File: config.mk
export PLATFORM = sky130hd
export DESIGN_NAME = uart_postact_tx
export DESIGN_NICKNAME = d
export VERILOG_FILES = /design/src/rtl/uart_pa_pkg.sv /design/src/rtl/uart_pa_buf.sv /design/src/rtl/uart_pa_shift.sv /design/src/rtl/uart_postact_tx.sv
export SDC_FILE = /design/constraint.sdc
export NUM_CORES = 1
export LEC_CHECK = 0
export BUFFER_PORTS_ARGS = -buffer_cell sky130_fd_sc_hd__buf_2
export CAP_MARGIN = 30
export CORE_AREA = 4 4 89 70
export CTS_CLUSTER_SIZE = 10
export DETAILED_ROUTE_END_ITERATION = 6
export DIE_AREA = 0 0 93 74
export PLACE_DENSITY = 0.65
export SLEW_MARGIN = 10
export SYNTH_ARGS = -nofsm -noshare
export SYNTH_HDL_FRONTEND = slang
export SYNTH_SLANG_ARGS = --single-unit
File: constraint.sdc
create_clock -name clk -period 2.2 [get_ports clk]
set_clock_uncertainty 0.2 [all_clocks]
set_input_delay 0.11 -clock clk [delete_from_list [all_inputs] [get_ports clk]]
set_output_delay 0.11 -clock clk [all_outputs]
set_load 0.05 [all_outputs]
File: src/rtl/uart_pa_pkg.sv
package uart_pa_pkg;
    localparam int DATA_W   = 9;
    localparam int HALF_W   = 16;
    localparam int BUF_DEPTH = 2;
    localparam int CNT_W    = $clog2(DATA_W + 2);
    localparam int BCNT_W   = $clog2(BUF_DEPTH + 1);

    // Flag positions within one 16-bit half of the write word.
    localparam int POS_RXON  = 15;
    localparam int POS_TXOFF = 14;
    localparam int POS_BRK   = 13;
    localparam int POS_TRI   = 12;
    localparam int POS_UNBLK = 11;

    typedef struct packed {
        logic              rx_on;
        logic              tx_off;
        logic              brk;
        logic              tri_st;
        logic              unblk;
        logic [DATA_W-1:0] data;
    } frame_t;

    function automatic frame_t unpack_half(input logic [HALF_W-1:0] h);
        frame_t f;
        f.rx_on  = h[POS_RXON];
        f.tx_off = h[POS_TXOFF];
        f.brk    = h[POS_BRK];
        f.tri_st = h[POS_TRI];
        f.unblk  = h[POS_UNBLK];
        f.data   = h[DATA_W-1:0];
        return f;
    endfunction
endpackage

File: src/rtl/uart_pa_buf.sv
module uart_pa_buf
    import uart_pa_pkg::*;
#(
    parameter int DEPTH = BUF_DEPTH
) (
    input  logic   clk,
    input  logic   rst_n,
    input  logic   push_pair,
    input  frame_t lo_frame,
    input  frame_t hi_frame,
    input  logic   pop,
    output frame_t head,
    output logic   empty
);
    localparam int CW = $clog2(DEPTH + 1);

    typedef struct packed {
        frame_t [DEPTH-1:0] slot;
        logic   [CW-1:0]    cnt;
    } buf_t;

    buf_t st_d, st_q;

    always_comb begin
        st_d = st_q;
        if (pop && st_q.cnt != '0) begin
            for (int i = 0; i < DEPTH - 1; i++) begin
                st_d.slot[i] = st_q.slot[i+1];
            end
            st_d.slot[DEPTH-1] = '0;
            st_d.cnt = st_q.cnt - 1'b1;
        end else if (push_pair && st_q.cnt == '0) begin
            st_d.slot[0] = lo_frame;
            st_d.slot[1] = hi_frame;
            st_d.cnt     = CW'(2);
        end
    end

    always_ff @(posedge clk) begin
        if (!rst_n) st_q <= '0;
        else        st_q <= st_d;
    end

    assign head  = st_q.slot[0];
    assign empty = (st_q.cnt == '0);
endmodule

File: src/rtl/uart_pa_shift.sv
module uart_pa_shift
    import uart_pa_pkg::*;
(
    input  logic   clk,
    input  logic   rst_n,
    input  logic   tick,
    input  logic   nine_bit,
    input  logic   load,
    input  frame_t frame_in,
    output logic   busy,
    output logic   line,
    output logic   done,
    output frame_t cur_frame
);
    typedef struct packed {
        logic             busy;
        logic [CNT_W-1:0] cnt;
        frame_t           fr;
    } sh_t;

    sh_t sh_d, sh_q;
    logic [CNT_W-1:0] last_idx;
    logic [CNT_W-1:0] bit_idx;

    assign last_idx = nine_bit ? CNT_W'(DATA_W + 1) : CNT_W'(DATA_W);
    assign bit_idx  = sh_q.cnt - 1'b1;
    assign done     = tick && sh_q.busy && (sh_q.cnt == last_idx);

    always_comb begin
        sh_d = sh_q;
        if (load) begin
            sh_d.busy = 1'b1;
            sh_d.cnt  = '0;
            sh_d.fr   = frame_in;
        end else if (done) begin
            sh_d.busy = 1'b0;
            sh_d.cnt  = '0;
        end else if (tick && sh_q.busy) begin
            sh_d.cnt = sh_q.cnt + 1'b1;
        end
    end

    always_comb begin
        if (!sh_q.busy)                line = 1'b1;
        else if (sh_q.cnt == '0)       line = 1'b0;
        else if (sh_q.cnt == last_idx) line = ~sh_q.fr.brk;
        else                           line = sh_q.fr.data[bit_idx];
    end

    always_ff @(posedge clk) begin
        if (!rst_n) sh_q <= '0;
        else        sh_q <= sh_d;
    end

    assign busy      = sh_q.busy;
    assign cur_frame = sh_q.fr;
endmodule

File: src/rtl/uart_postact_tx.sv
module uart_postact_tx
    import uart_pa_pkg::*;
(
    input  logic        clk,
    input  logic        rst_n,
    input  logic        wr_en,
    input  logic [31:0] wr_data,
    input  logic        baud_tick,
    input  logic        nine_bit,
    input  logic        tx_en_cmd,
    output logic        tx_line,
    output logic        tx_oe,
    output logic        tx_en,
    output logic        rx_en,
    output logic        rx_unblock,
    output logic        overflow
);
    typedef struct packed {
        logic tx_en;
        logic tri_st;
        logic rx_en;
        logic unblk;
        logic ovf;
    } ctl_t;

    ctl_t   ctl_d, ctl_q;
    frame_t head, cur_fr;
    logic   buf_empty, sh_busy, sh_done, sh_line;
    logic   accept, load, en_eff;

    assign accept = wr_en && buf_empty;
    assign en_eff = ctl_q.tx_en && !(sh_done && cur_fr.tx_off);
    assign load   = baud_tick && en_eff && !buf_empty && (!sh_busy || sh_done);

    uart_pa_buf #(.DEPTH(BUF_DEPTH)) u_buf (
        .clk      (clk),
        .rst_n    (rst_n),
        .push_pair(accept),
        .lo_frame (unpack_half(wr_data[HALF_W-1:0])),
        .hi_frame (unpack_half(wr_data[2*HALF_W-1:HALF_W])),
        .pop      (load),
        .head     (head),
        .empty    (buf_empty)
    );

    uart_pa_shift u_shift (
        .clk      (clk),
        .rst_n    (rst_n),
        .tick     (baud_tick),
        .nine_bit (nine_bit),
        .load     (load),
        .frame_in (head),
        .busy     (sh_busy),
        .line     (sh_line),
        .done     (sh_done),
        .cur_frame(cur_fr)
    );

    always_comb begin
        ctl_d       = ctl_q;
        ctl_d.unblk = 1'b0;
        if (sh_done) begin
            if (cur_fr.tri_st) ctl_d.tri_st = 1'b1;
            if (cur_fr.unblk)  ctl_d.unblk  = 1'b1;
            if (cur_fr.rx_on)  ctl_d.rx_en  = 1'b1;
            if (cur_fr.tx_off) ctl_d.tx_en  = 1'b0;
        end
        if (wr_en && !buf_empty) ctl_d.ovf = 1'b1;
        if (tx_en_cmd) begin
            ctl_d.tx_en  = 1'b1;
            ctl_d.tri_st = 1'b0;
        end
    end

    always_ff @(posedge clk) begin
        if (!rst_n) ctl_q <= '0;
        else        ctl_q <= ctl_d;
    end

    assign tx_line    = sh_line;
    assign tx_oe      = ctl_q.tx_en && !ctl_q.tri_st;
    assign tx_en      = ctl_q.tx_en;
    assign rx_en      = ctl_q.rx_en;
    assign rx_unblock = ctl_q.unblk;
    assign overflow   = ctl_q.ovf;
endmodule

==> PnR_summary.wiki <==
{| class="wikitable"
! Metric !! Value
|-
| Insertion delay to the later sink of the worst-skew pair || a little over 0.3 ns
|-
| TritonCTS Sinks || 54
|-
| Initial Util || roughly 45%
|-
| Worst-path cell chain || inv_2 -> ha_4 -> mux2i_1 -> nand2_1 -> a21oi_2 -> o21ai_2 -> a21o_2 -> buf_8
|-
| Kind of cell adding the most delay to the critical path || compound AO/OA/AOI/OAI gates
|-
| Total wire length || 5310 µm
|-
| Drc violations || 0
|-
| I/O Buffers || 39
|-
| Vias in the first global route || between 2k and 2.5k
|-
| Avg Synthesized Cell Area || between 8 and 9 µm²
|-
| Final Cycle Share || 101%
|-
| Unrepaired setup endpoints after global routing || true
|-
| Adder-cell share of the synthesized area || 2.12%
|-
| Xor-xnor portion of the synthesized cell area || around 1.1%
|-
| Violated checks || setup timing
|-
| Total of endpoints with negative setup slack in the final report || 1
|-
| Leak Pwr || between 1 and 1.5 nW
|-
| Synth Net Count || 337
|-
| Kind of path behind the tightest hold check || in -> reg
|-
| Fmax achieved || between 0.4 and 0.5 GHz
|-
| Slew margin rel. || ~68%
|-
| Slew of the pin with the lowest slew margin || 0.486 ns
|-
| Main combinational cell family by area after synthesis || simple AND/OR/NAND/NOR gates
|-
| Slowest CP cell || dfxtp_2
|-
| Critical path buffers and inverters || 2
|-
| Initial detailed-routing violation count || approximately 120
|-
| Via count of the routed design || roughly 2.1k
|-
| Number of pins with negative max-slew slack in the final report || 0
|-
| Critical path data required time || around 1.9 ns
|-
| Largest stage delay on the critical path || ~0.37 ns
|-
| Final net count || about 400
|-
| Relative area change from synthesis to final layout || 33.0%
|-
| RD Place Congestion || approximately 0.80
|-
| Die Span Y || 74 µm
|-
| Pin count of the biggest net entering global routing || 29
|-
| Total congestion overflow || 0
|-
| Setup TNS || -0.0257 ns
|-
| Average vias per placed instance || 4.84
|-
| IO Pins || 44
|-
| Proportion of synthesized chip area in sequential cells || a little under half
|-
| Complex-gate fraction of the synthesized area || 18.5%
|-
| Number of standard-cell rows in the floorplan || 23
|-
| CP Launch Type || flip-flop
|-
| Clock-pin slew on the worst setup and hold paths || 0.10 ns
|-
| Clock tree from TritonCTS || done
|-
| P per Cell Area || 652 nW/µm²
|-
| Run status || finished, violations left
|-
| Antenna Cells || 0
|-
| Placed instance count || 398
|-
| Total power consumption of the routed design || about 2.0 mW
|-
| Min cycle time layout || 2.23 ns
|-
| Worst setup margin || -0.0257 ns
|-
| Warnings, synthesis || 0
|-
| Bufs on Longest Clock Path || 2
|-
| Critical Path AT || about 1.9 ns
|-
| Total of flip-flops plus latches after synthesis || 54
|-
| Share of cells above drive strength 1 || a little over a fifth
|-
| Setup CP Type || reg -> out
|-
| Worst-case vdd ir drop || 0.391 mV
|-
| Antenna Nets Post-Route || 0
|-
| Final number of hold-violating endpoints || 0
|-
| Global router's overall resource usage || about 16%
|-
| Worst-path maximum fanout || 6
|-
| Number of optimization iterations in the first detailed-route pass || 4
|-
| Max-Cap Viols || 0
|-
| Half-perimeter wire length after detailed placement || 3440 µm
|-
| Clock tree root driver cell || clkbuf_8
|-
| Die footprint || between 6000 and 7000 µm²
|-
| Antenna violations before repair || 0
|-
| Mapped Area || ~2400 µm²
|-
| Kind of end point of the critical path || output pin
|-
| Final-layout fill cell count || 494
|-
| Area share of and/or/nand/nor cells after synthesis || 25.9%
|-
| Global-route wire length before repair || about 9000 µm
|-
| Clock buffers created by TritonCTS || 5
|-
| Synth cell types || 35
|-
| WL per Instance || between 10 and 15 µm
|-
| Multiplexer share of the synthesized area || between 1.5 and 2%
|-
| Non-filler instance count after layout || 440
|-
| Max H-tree Level || 2
|-
| Number of instances in the synthesized netlist || around 300
|-
| Width of the die || between 90 and 100 µm
|-
| Core ar. || 5300 µm²
|}
-- where the power goes --
group | switching (mW) | total [mW] | internal (mW)
Sequential | 0.0257 | 1.05 | 1.03
Combinational | 0.158 | 0.301 | 0.142
Clock | 0.347 | 0.694 | 0.347
Total | 0.531 | 2.05 | 1.52
-- final timing paths --
path | cells after the start | to | start | slack (ns)
min | 2 | u_buf.head[11]$_SDFFE_PN0P_ | rst_n | 0.07
max reg2reg | 8 | u_buf.head[3]$_SDFFE_PN0P_ | u_shift.sh_q[15]$_SDFFE_PP0P_ | 0.13
min reg2reg | 2 | u_shift.cur_frame[3]$_SDFFE_PN0P_ | u_buf.head[3]$_SDFFE_PN0P_ | 0.26
max | 8 | tx_line | u_shift.sh_q[15]$_SDFFE_PP0P_ | -0.03
-- sequential cells by signal, summed over array words and instances (netlist names) --
signal	cells
u_buf.st_q	16
u_buf.head	14
u_shift.cur_frame	14
u_shift.sh_q	4
ctl_q	1
overflow	1
rx_en	1
rx_unblock	1
tx_en	1
u_shift.busy	1
-- cells in the final DEF, fill, tap and decap left out, types with 2 or more instances in the layout --
cell type and instances:
nand2_1 76, dfxtp_1 52, buf_2 38, nand3_1 32, dlygate4sd3_1 30, a21oi_1 20, o21ai_0 17, buf_4 15
o211a_1 14, nor2_1 9, clkbuf_8 5, nor2b_1 4, mux2i_1 4, and2_1 4, o21a_1 4, inv_1 3
nor3_1 3, ha_1 3, inv_2 2, nand2b_1 2, a21oi_2 2, xnor2_1 2, and3_1 2, dfxtp_2 2
-- final cells by class --
type / count / area (µm²) / area share [%]
Multi-Input combinational cell: 214 / 1210 / 38.5
Sequential cell: 54 / 1080 / 34.5
Timing Repair Buffer: 84 / 618 / 19.7
Tap cell: 75 / 93.8 / 2.99
Clock buffer: 5 / 68.8 / 2.19
Clock inverter: 3 / 48.8 / 1.55
Inverter: 5 / 18.8 / 0.597
-- synthesized netlist by cell type --
cell type  number  area, µm²
o21ai_0        18       90.1
a21boi_0        1       7.51
nand3b_1        1       7.51
a22oi_1         1       7.51
nand3_1        32        160
xor2_1          1       8.76
o22ai_1         1       6.26
buf_2           6       30.0
o211a_1        14        140
mux2i_1         4       40.0
or3b_1          1       8.76
nor3b_2         1       12.5
dfxtp_1        54       1080
nand2_1        76        285
nor2_1          9       33.8
nor3_1          3       15.0
nand2_2         1       6.26
o21ai_2         1       8.76
and3_1          2       12.5
ha_1            4       50.1
nor3b_1         1       7.51
o21a_1          4       30.0
xnor2_1         2       17.5
a21o_1          1       7.51
a21boi_1        1       7.51
buf_6           1       11.3
a41oi_1         1       8.76
nand2b_1        2       12.5
a21oi_1        22        110
and2_1          4       25.0
nor2b_1         4       25.0
clkbuf_1       14       52.6
a211oi_2        1       12.5
inv_1           5       18.8
buf_1           1       3.75
-- timing repair --
action | 4_1_cts | 5_1_grt
setup buffers | 4 | 0
hold endpoints to repair | 31 | 0
hold buffers | 30 | 0
pin swaps | 4 | 2
endpoints found under the setup margin | 1 | 6
resized for setup | 11 | 4
-- per-stage QoR --
stage	util (%)	hold slack, ns	area [µm²]	setup WS, ns
2_1_floorplan	-	-0.0205	2360	0.0205
3_3_place_gp	50.0	0.104	2650	0.0741
3_5_place_dp	50.0	0.101	2650	0.0317
4_1_cts	59.0	0.0451	3120	-0.0238
5_1_grt	59.3	0.0732	3140	-0.166
6_report	59.3	0.0686	3140	-0.0257
-- cells by family after synthesis --
family | after synthesis
multiplexers | 4
XOR/XNOR | 3
AO/OA/AOI/OAI | 66
adder cells (fa/ha/maj) | 4
AND/OR/NAND/NOR | 137
flip-flops | 54
buffers and inverters | 27
-- metal layers --
metal / wire (µm) / track usage, %
met5: 0 / 0
met4: 63 / 5.20
met3: 199 / 3.84
met2: 2320 / 27.4
met1: 2730 / 20.6
(Power assumes the default switching activity.)
